[config.mk]
export PLATFORM = sky130hd
export DESIGN_NAME = i2c_bitburst_eng
export DESIGN_NICKNAME = d
export VERILOG_FILES = /design/src/rtl/i2c_bb_pkg.sv /design/src/rtl/i2c_bb_linemon.sv /design/src/rtl/i2c_bb_shifter.sv /design/src/rtl/i2c_bb_sclgen.sv /design/src/rtl/i2c_bitburst_eng.sv
export SDC_FILE = /design/constraint.sdc
export NUM_CORES = 1
export LEC_CHECK = 0
export BUFFER_PORTS_ARGS = -buffer_cell sky130_fd_sc_hd__buf_2
export CAP_MARGIN = 5
export CORE_ASPECT_RATIO = 1.5
export CORE_MARGIN = 2
export CORE_UTILIZATION = 30
export CTS_CLUSTER_SIZE = 16
export DETAILED_ROUTE_END_ITERATION = 6
export REMOVE_ABC_BUFFERS = 1
export SKIP_LAST_GASP = 1
export SYNTH_ARGS = -nofsm -noshare
export SYNTH_HDL_FRONTEND = slang
export SYNTH_SLANG_ARGS = --single-unit
[constraint.sdc]
create_clock -name clk -period 3.9 [get_ports clk]
set_clock_uncertainty 0.2 [all_clocks]
set_input_delay 0.78 -clock clk [delete_from_list [all_inputs] [get_ports clk]]
set_output_delay 0.78 -clock clk [all_outputs]
set_load 0.02 [all_outputs]
[src/rtl/i2c_bb_pkg.sv]
package i2c_bb_pkg;
   typedef enum logic [1:0] {
      PH_IDLE = 2'd0,
      PH_LOW  = 2'd1,
      PH_HIGH = 2'd2
   } scl_phase_t;
endpackage

[src/rtl/i2c_bb_linemon.sv]
// Samples the bus lines, reports rising SCL and catches START conditions.
module i2c_bb_linemon #(
   parameter bit START_DET_EN = 1'b1
) (
   input  logic clk,
   input  logic rst_n,
   input  logic scl_i,
   input  logic sda_i,
   input  logic start_clr,
   output logic scl_rise,
   output logic start_flag
);
   logic scl_q;
   logic sda_q;

   always_ff @(posedge clk or negedge rst_n) begin
      if (!rst_n) begin
         scl_q <= 1'b1;
         sda_q <= 1'b1;
      end else begin
         scl_q <= scl_i;
         sda_q <= sda_i;
      end
   end

   assign scl_rise = scl_i & ~scl_q;

   generate
      if (START_DET_EN) begin : g_det
         logic start_hit;
         logic flag_q;
         assign start_hit = scl_i & scl_q & sda_q & ~sda_i;
         always_ff @(posedge clk or negedge rst_n) begin
            if (!rst_n)         flag_q <= 1'b0;
            else if (start_hit) flag_q <= 1'b1;
            else if (start_clr) flag_q <= 1'b0;
         end
         assign start_flag = flag_q;
      end else begin : g_nodet
         logic unused_sda;
         assign unused_sda = sda_q ^ start_clr;
         assign start_flag = 1'b0;
      end
   endgenerate
endmodule

[src/rtl/i2c_bb_shifter.sv]
// Shift register and bit counter; one step per rising SCL while count > 0.
module i2c_bb_shifter #(
   parameter int DATA_W = 8,
   parameter int CNT_W  = 5
) (
   input  logic              clk,
   input  logic              rst_n,
   input  logic              data_wr,
   input  logic [DATA_W-1:0] data_in,
   input  logic              cnt_wr,
   input  logic [CNT_W-1:0]  cnt_in,
   input  logic              scl_rise,
   input  logic              sda_i,
   output logic [DATA_W-1:0] sr,
   output logic [CNT_W-1:0]  cnt_q,
   output logic [CNT_W-1:0]  cnt_nxt,
   output logic              done_set
);
   localparam logic [CNT_W-1:0] CNT_ONE = CNT_W'(1);

   logic shift_en;

   assign shift_en = scl_rise && (cnt_q != '0);
   assign done_set = shift_en && (cnt_q == CNT_ONE);

   always_comb begin
      if (cnt_wr)        cnt_nxt = cnt_in;
      else if (shift_en) cnt_nxt = cnt_q - CNT_ONE;
      else               cnt_nxt = cnt_q;
   end

   always_ff @(posedge clk or negedge rst_n) begin
      if (!rst_n) begin
         sr    <= '0;
         cnt_q <= '0;
      end else begin
         cnt_q <= cnt_nxt;
         if (data_wr)       sr <= data_in;
         else if (shift_en) sr <= {sr[DATA_W-2:0], sda_i};
      end
   end
endmodule

[src/rtl/i2c_bb_sclgen.sv]
// Master-mode SCL burst generator: low phase then high phase per bit.
module i2c_bb_sclgen
   import i2c_bb_pkg::*;
#(
   parameter int DIV_W = 8
) (
   input  logic             clk,
   input  logic             rst_n,
   input  logic             master,
   input  logic             launch,
   input  logic [DIV_W-1:0] clk_div,
   input  logic             cnt_left_zero,
   output logic             scl_pull
);
   scl_phase_t       ph;
   logic [DIV_W-1:0] tmr;

   always_ff @(posedge clk or negedge rst_n) begin
      if (!rst_n) begin
         ph  <= PH_IDLE;
         tmr <= '0;
      end else if (!master) begin
         ph  <= PH_IDLE;
         tmr <= '0;
      end else if (launch) begin
         ph  <= PH_LOW;
         tmr <= clk_div;
      end else begin
         case (ph)
            PH_LOW: begin
               if (tmr == '0) begin
                  ph  <= PH_HIGH;
                  tmr <= clk_div;
               end else begin
                  tmr <= tmr - 1'b1;
               end
            end
            PH_HIGH: begin
               if (tmr == '0) begin
                  ph  <= cnt_left_zero ? PH_IDLE : PH_LOW;
                  tmr <= clk_div;
               end else begin
                  tmr <= tmr - 1'b1;
               end
            end
            default: begin
               ph  <= PH_IDLE;
               tmr <= '0;
            end
         endcase
      end
   end

   assign scl_pull = (ph == PH_LOW);
endmodule

[src/rtl/i2c_bitburst_eng.sv]
module i2c_bitburst_eng #(
   parameter int DATA_W       = 8,
   parameter int CNT_W        = 5,
   parameter int DIV_W        = 8,
   parameter bit START_DET_EN = 1'b1
) (
   input  logic              clk,
   input  logic              rst_n,
   input  logic              mode_master,
   input  logic              sda_drive,
   input  logic              sda_bypass,
   input  logic [DIV_W-1:0]  clk_div,
   input  logic              data_wr,
   input  logic [DATA_W-1:0] data_in,
   output logic [DATA_W-1:0] data_out,
   input  logic              cnt_wr,
   input  logic [CNT_W-1:0]  cnt_in,
   input  logic              done_ie,
   input  logic              start_ie,
   input  logic              start_clr,
   input  logic              scl_i,
   input  logic              sda_i,
   output logic              scl_pull,
   output logic              sda_pull,
   output logic              done_flag,
   output logic              start_flag,
   output logic              irq
);
   localparam int MSB = DATA_W - 1;

   generate
      if (DATA_W < 2) begin : g_bad_data_w
         $error("i2c_bitburst_eng: DATA_W must be at least 2");
      end
      if ((2 ** CNT_W) <= DATA_W) begin : g_bad_cnt_w
         $error("i2c_bitburst_eng: CNT_W too narrow to count DATA_W bits");
      end
      if (DIV_W < 1) begin : g_bad_div_w
         $error("i2c_bitburst_eng: DIV_W must be at least 1");
      end
   endgenerate

   logic [DATA_W-1:0] sr;
   logic [CNT_W-1:0]  cnt_q;
   logic [CNT_W-1:0]  cnt_nxt;
   logic              done_set;
   logic              scl_rise;
   logic              launch;
   logic              sda_lat;
   logic              sda_eff;
   logic              done_q;

   i2c_bb_linemon #(.START_DET_EN(START_DET_EN)) u_linemon (
      .clk        (clk),
      .rst_n      (rst_n),
      .scl_i      (scl_i),
      .sda_i      (sda_i),
      .start_clr  (start_clr),
      .scl_rise   (scl_rise),
      .start_flag (start_flag)
   );

   i2c_bb_shifter #(.DATA_W(DATA_W), .CNT_W(CNT_W)) u_shifter (
      .clk      (clk),
      .rst_n    (rst_n),
      .data_wr  (data_wr),
      .data_in  (data_in),
      .cnt_wr   (cnt_wr),
      .cnt_in   (cnt_in),
      .scl_rise (scl_rise),
      .sda_i    (sda_i),
      .sr       (sr),
      .cnt_q    (cnt_q),
      .cnt_nxt  (cnt_nxt),
      .done_set (done_set)
   );

   assign launch = cnt_wr && (cnt_in != '0) && mode_master;

   i2c_bb_sclgen #(.DIV_W(DIV_W)) u_sclgen (
      .clk           (clk),
      .rst_n         (rst_n),
      .master        (mode_master),
      .launch        (launch),
      .clk_div       (clk_div),
      .cnt_left_zero (cnt_nxt == '0),
      .scl_pull      (scl_pull)
   );

   // Output copy of the MSB: open while SCL is low or bypass is set, held otherwise.
   assign sda_eff = (sda_bypass || !scl_i) ? sr[MSB] : sda_lat;

   always_ff @(posedge clk or negedge rst_n) begin
      if (!rst_n) sda_lat <= 1'b1;
      else        sda_lat <= sda_eff;
   end

   assign sda_pull = sda_drive & ~sda_eff;

   always_ff @(posedge clk or negedge rst_n) begin
      if (!rst_n)        done_q <= 1'b0;
      else if (cnt_wr)   done_q <= 1'b0;
      else if (done_set) done_q <= 1'b1;
   end

   assign done_flag = done_q;
   assign data_out  = sr;
   assign irq       = (done_q & done_ie) | (start_flag & start_ie);
endmodule

==> results of run 1 <==
## through the flow
stage	hold WS, ps	power (mW)	instances	setup WS, ps
floorplan	284	0.480	162	1390
global placement	325	0.550	278	1300
detailed placement	320	0.553	278	1260
CTS	346	0.716	282	1260
global route	358	0.757	282	1210
finish	318	0.708	282	1270
## critical path, delay by kind of cell
family	cells	cell delay [ps]
AND/OR/NAND/NOR	2	230
multiplexers	1	350
buffers and inverters	2	290
## sequential cells by signal (all words and copies together) (netlist names)
register              cells
u_shifter.sr              8
u_shifter.cnt_q           5
u_linemon.scl_q           1
u_sclgen.tmr              8
u_linemon.start_flag      1
sda_lat                   1
u_sclgen.ph               2
u_linemon.sda_q           1
done_flag                 1
## area by class of cell
cell class | instances | area, um2
clock buffer | 4 | 45.0
sequential | 28 | 704
fill | 566 | 3410
inverter | 9 | 33.8
timing repair buffer | 46 | 233
multi-input combinational | 125 | 891
tap | 70 | 87.6
## per-layer routing
layer	track usage (%)	share of wire, %	up-vias
met5	0	0	-
met4	2.48	0.21	0
met3	1.77	4.2	2
met2	25.8	53	38
met1	14.5	43	649
li1	-	-	692
## cells in the final DEF (no fill, tap or decap), types with 2 or more instances in the layout
master	count
o21ai_0	4
a31oi_1	2
a32o_1	7
o21ai_1	17
nor3b_1	2
ha_1	8
or3_1	3
dfstp_2	3
xor2_1	3
nand2_1	20
a21oi_1	2
clkbuf_8	3
nor3_1	4
xnor2_1	3
nor2b_1	3
nand2b_1	2
buf_2	45
inv_1	8
o211ai_1	2
nand3_1	3
and2_1	2
or4_1	2
dfrtp_1	25
mux2i_1	10
nor2_1	9
## worst max-delay path by stage
stage	startpoint	to	slack, ps	cells after the start
floorplan	scl_i	sda_pull	1390	3
global placement	scl_i	sda_pull	1300	5
detailed placement	scl_i	sda_pull	1260	5
CTS	scl_i	sda_pull	1260	5
global route	scl_i	sda_pull	1210	5
finish	scl_i	sda_pull	1270	5
## power breakdown
part | internal (mW) | switching [mW] | total (mW) | leakage, nW
Sequential | 0.318 | 0.0272 | 0.345 | 0.349
Combinational | 0.0865 | 0.113 | 0.200 | 0.542
Clock | 0.0732 | 0.0901 | 0.163 | 0.0228
## cells by family (layout without fill, tap and decap cells)
logic type      after synthesis  count (layout)
compound gates               43              43
xor+xnor                      6               6
fa+ha+maj                     8               8
buf+inv                      15              59
flops                        28              28
mux                          11              11
simple gates                 57              57
==> out/results.txt, run 1 <==
Hold Violations, Final -> 0
Root buffer cell -> clkbuf_8
Die width -> 64.7 um
Num Clock Sinks -> 28
Critical Path Fanout Max -> 5
GRT Residual Overflow -> 0
Async S/R FF share, synth -> 100%
PwrDens -> 355 nW/um2
Outcome -> finished clean
Detailed-route DRC error count -> 0
Post-synthesis sequential area ratio -> 42.5%
# port buffers -> 45
R2r setup slk -> 1630 ps
CTS tree -> yes
Post-synthesis compound-gate area fraction -> 17.9%
CTS Hold Buffers Added -> 0
RSZ-0062 raised after global routing -> no
Largest net degree at the start of global routing -> 29
Initial antenna violation count -> 0
Max Slew Vio Count -> 0
CTS buffer count -> 3
First-pass GRT wire length -> 6400 um
Core ar. -> 5410 um2
FF-to-FF Start -> u_shifter.cnt_q[0]
Gr usage total -> 13.0%
Adder-cell share of the synthesized area -> 6.04%
CP peak stage delay -> 350 ps
Fmax achieved -> 0.380 GHz
Mux share of post-synthesis cell area -> 6.72%
Worst Max-Slew Pin Slew -> 638 ps
Tcrit/Tclk final -> 67.5%
# diodes -> 0
Starting DRT DRC Count -> 51
Num rows -> 33
Final core utilization -> 36.9%
Max-cap violations -> 0
Post-Syn Instances -> 168
Combinational family with the most area after synthesis -> simple AND/OR/NAND/NOR gates
Synth area leaders -> dfrtp_1, ha_1, mux2i_1
Kind of critical path -> input pin to output port
Starting Density -> 30.6%
CP max stage cell -> mux2_2
Setup Viol. Count Final -> 0
Routability cong. -> 0.750
Vias in the first global route -> 1442
Setup TNS -> 0 ps
EDFF count, synth -> 0
Worst Reg-to-Reg Cells -> 7
DRT Wirelength -> 3770 um
Fin crit period -> 2630 ps
CP Capture Type -> output port
Setup Fix Bufs, Post-CTS -> 0
Area growth syn-to-layout -> 20.4%
Max_slew headroom -> 57.5%
Post-CTS Resized -> 0
Drt first pass iters -> 4
Layout cells sized above 1 -> 27.8%
Post-DP Area -> 1950 um2
Area leader, netlist -> dfrtp_1
Clk_lat worst skew -> 270 ps
Top-area cell type share of the netlist area -> 37.8%
Worst path required time -> 2920 ps
Post-synth top cells -> dfrtp_1, nand2_1, o21ai_1
RR Endpoint -> u_sclgen.ph[0]
H-tree level count -> 1
Cell mode on critical path -> buf_2
Crit path launch type -> input pin
Ports -> 46
Routed vias -> 1381
Most common flop cell mapped by yosys -> dfrtp_1
Yosys reg bits -> 28
Syn. warnings -> 0
Xor and xnor area share after synthesis -> 3.17%
Final Cell Area -> 1990 um2
Antenna Violating Nets Remaining -> 0
# nets final -> 254
Cell with the most instances after synthesis -> dfrtp_1
CP Data Arrival Time -> 1650 ps
LEAKAGE -> 0.913 nW
CTS clk-pin slew, worst paths -> 100 ps
Dpl hpwl -> 2890 um
CTS Buffer Depth -> 2
Vias per cell -> 4.90
Post-synth cell types -> 45
Crit-path cells -> buf_2 > nor2b_1 > mux2_2 > nor2_1 > buf_2
Routed wire per std cell -> 13.4 um
Worst-case vdd ir drop -> 0.183 mV
Post-Synth Simple-Gate Area -> 19.9%
Hold Path Class -> input pin to async pin
Syn Area/Cell -> 9.86 um2
Die height -> 95.0 um
Post-synthesis cell area -> 1660 um2
Die area -> 6140 um2
Note: power is estimated with default switching activity, not from simulation.
==> inputs of run 2 (changes only) <==
==> constraint.sdc (replaced) <==
create_clock -name clk -period 2.6 [get_ports clk]
set_clock_uncertainty 0.2 [all_clocks]
set_input_delay 0.52 -clock clk [delete_from_list [all_inputs] [get_ports clk]]
set_output_delay 0.52 -clock clk [all_outputs]
set_load 0.02 [all_outputs]
==> run 2 against run 1 <==
  * Cell count up 0.71%
  * Highest routed layer unchanged
  * Critical path type is now register to register
  * Core utilization is 0.28 points higher
  * Sequential cell count unchanged
  * Largest cell class unchanged
  * First-iteration DRC count decreased by 12%
==> out/results.txt, run 2 (synthesis gave the netlist of run 1 again) <==
Critical Path Fanout Max -> 10 (+5)
CTS buffer count -> 3 (unchanged)
Initial antenna violation count -> 0 (unchanged)
Most frequent cells in the layout -> buf_2, dfrtp_1, nand2_1
FF-to-FF Start -> u_shifter.cnt_q[0]
Outcome -> finished clean
Worst-case vdd ir drop -> 0.207 mV (+13%)
Area growth syn-to-layout -> 21.3%
# port buffers -> 45 (unchanged)
RR Endpoint -> u_sclgen.ph[0]
CTS clk-pin slew, worst paths -> 100 ps (about the same)
Detailed-route DRC error count -> 0 (unchanged)
Die width -> 64.7 um (unchanged)
Max-cap violations -> 0 (unchanged)
Crit path launch type -> register
CTS Hold Buffers Added -> 0 (unchanged)
Vias in the first global route -> 1453 (+0.76%)
Routability cong. -> 0.730 (-2.8%)
PwrDens -> 533 nW/um2 (+50%)
P_sw -> 349 uW (+51%)
Setup TNS -> 0 ps (unchanged)
Core ar. -> 5410 um2 (unchanged)
Clk_lat worst skew -> 280 ps (about the same)
Final Cell Area -> 2010 um2 (+0.75%)
Commonest non-fill, non-tap cell in the layout -> buf_2
CP top delay family -> simple AND/OR/NAND/NOR gates
Antenna Violating Nets Remaining -> 0 (unchanged)
Sequential share of power -> 48.4% (-0.4 points)
# diodes -> 0 (unchanged)
Ports -> 46 (unchanged)
Root buffer cell -> clkbuf_8
Post-DP Area -> 1960 um2 (+0.77%)
GRT Residual Overflow -> 0 (unchanged)
Starting DRT DRC Count -> 45 (-12%)
Crit-path cells -> inv_1 > ha_1 > nor4b_4 > nor2_8 > xnor2_1 > a2111oi_2 > a21oi_1
CP Depth -> 7 (+2)
Gr usage total -> 13.4% (+0.48 points)
Kind of critical path -> register to register
Worst setup endpoint -> u_sclgen.ph[0]
Post-CTS Resized -> 0 (unchanged)
Tcrit/Tclk final -> 85.3%
Starting Density -> 30.6% (unchanged)
# nets final -> 256 (+0.79%)
Drt first pass iters -> 6 (+2)
Largest regs -> u_sclgen.tmr x8, u_shifter.sr x8, u_shifter.cnt_q x5
Worst Reg-to-Reg Cells -> 7 (unchanged)
Hold Path Class -> input pin to async pin
Die height -> 95.0 um (unchanged)
Hold Violations, Final -> 0 (unchanged)
Worst path required time -> 2550 ps (-370 ps)
First-pass GRT wire length -> 6560 um (+2.5%)
Clk pwr share -> 23.0% (about the same)
DRT Wirelength -> 3860 um (+2.5%)
CP Data Arrival Time -> 2170 ps (+520 ps)
Dpl hpwl -> 3060 um (+6.0%)
CP peak stage delay -> 410 ps (+60 ps)
Layout cells sized above 1 -> 28.5% (+0.67 points)
LEAKAGE -> 0.923 nW (+1.1%)
Largest net degree at the start of global routing -> 29 (unchanged)
CTS tree -> yes
Routed vias -> 1415 (+2.5%)
CP max stage cell -> nor4b_4
Num Clock Sinks -> 28 (unchanged)
Setup Viol. Count Final -> 0 (unchanged)
Fin crit period -> 2220 ps
Crit path buf inv count -> 1 (-1)
Routed wire per std cell -> 13.6 um (+1.8%)
Max Slew Vio Count -> 0 (unchanged)
R2r setup slk -> 380 ps (-1250 ps)
Vias per cell -> 4.98 (+1.7%)
Worst setup path startpoint -> u_shifter.cnt_q[0]
Worst Max-Slew Pin Slew -> 651 ps (+13.6 ps)
RSZ-0062 raised after global routing -> no
Fmax achieved -> 0.451 GHz
CP Capture Type -> register
Setup Fix Bufs, Post-CTS -> 0 (unchanged)
Comb power frac -> 28.6% (+0.4 points)
H-tree level count -> 1 (unchanged)
Net Sw Frac -> 32.6% (about the same)
Num rows -> 33 (unchanged)
Die area -> 6140 um2 (unchanged)
CTS Buffer Depth -> 2 (unchanged)
Max_slew headroom -> 56.6% (-0.91 points)
P_int -> 722 uW (+51%)
run 2: cell count changes in the layout (fill, tap and decap cells not counted):
cell	before	now
buf_4	1	3
run 2: layout make-up:
| type | instances | area [um2] |
|---|---|---|
| clock buffer | 4 | 45.0 |
| inverter | 9 | 33.8 |
| timing repair buffer | 48 | 248 |
| fill | 572 | 3400 |
| tap | 70 | 87.6 |
| sequential | 28 | 704 |
| multi-input combinational | 125 | 891 |
run 2: worst min-delay path by stage:
stage | cells past startpoint | end | slack, ps
final | 1 | u_shifter.sr[3] | 60
after detailed placement | 2 | done_flag | 330
after floorplan | 0 | done_flag | 20
after CTS | 1 | u_shifter.sr[4] | 80
after global routing | 1 | u_shifter.sr[3] | 100
after global placement | 2 | u_linemon.start_flag | 340
run 2: metal layers:
layer,vias to the layer above,GRT usage (%),wire [um]
met5,-,0,0
met4,0,2.66,19
met3,4,2.24,182
met2,41,26.6,2170
met1,677,14.9,1490
li1,693,-,-
run 2: power groups by stage:
stage	logic (mW)	clock network (mW)	registers [mW]
floorplan	0.185	0	0.536
global placement	0.309	0	0.525
detailed placement	0.309	0	0.527
CTS	0.311	0.260	0.518
global route	0.345	0.274	0.524
finish	0.306	0.247	0.518
run 2: stage by stage:
step	hold slack, ps	std cells	utilization, %	worst slack [ps]	power [mW]
floorplan	24.4	162	-	541	0.721
global placement	341	280	36.3	455	0.834
detailed placement	334	280	36.3	401	0.836
CTS	75.7	284	37.2	384	1.09
global route	100	284	37.2	193	1.14
finish	56.3	284	37.2	382	1.07
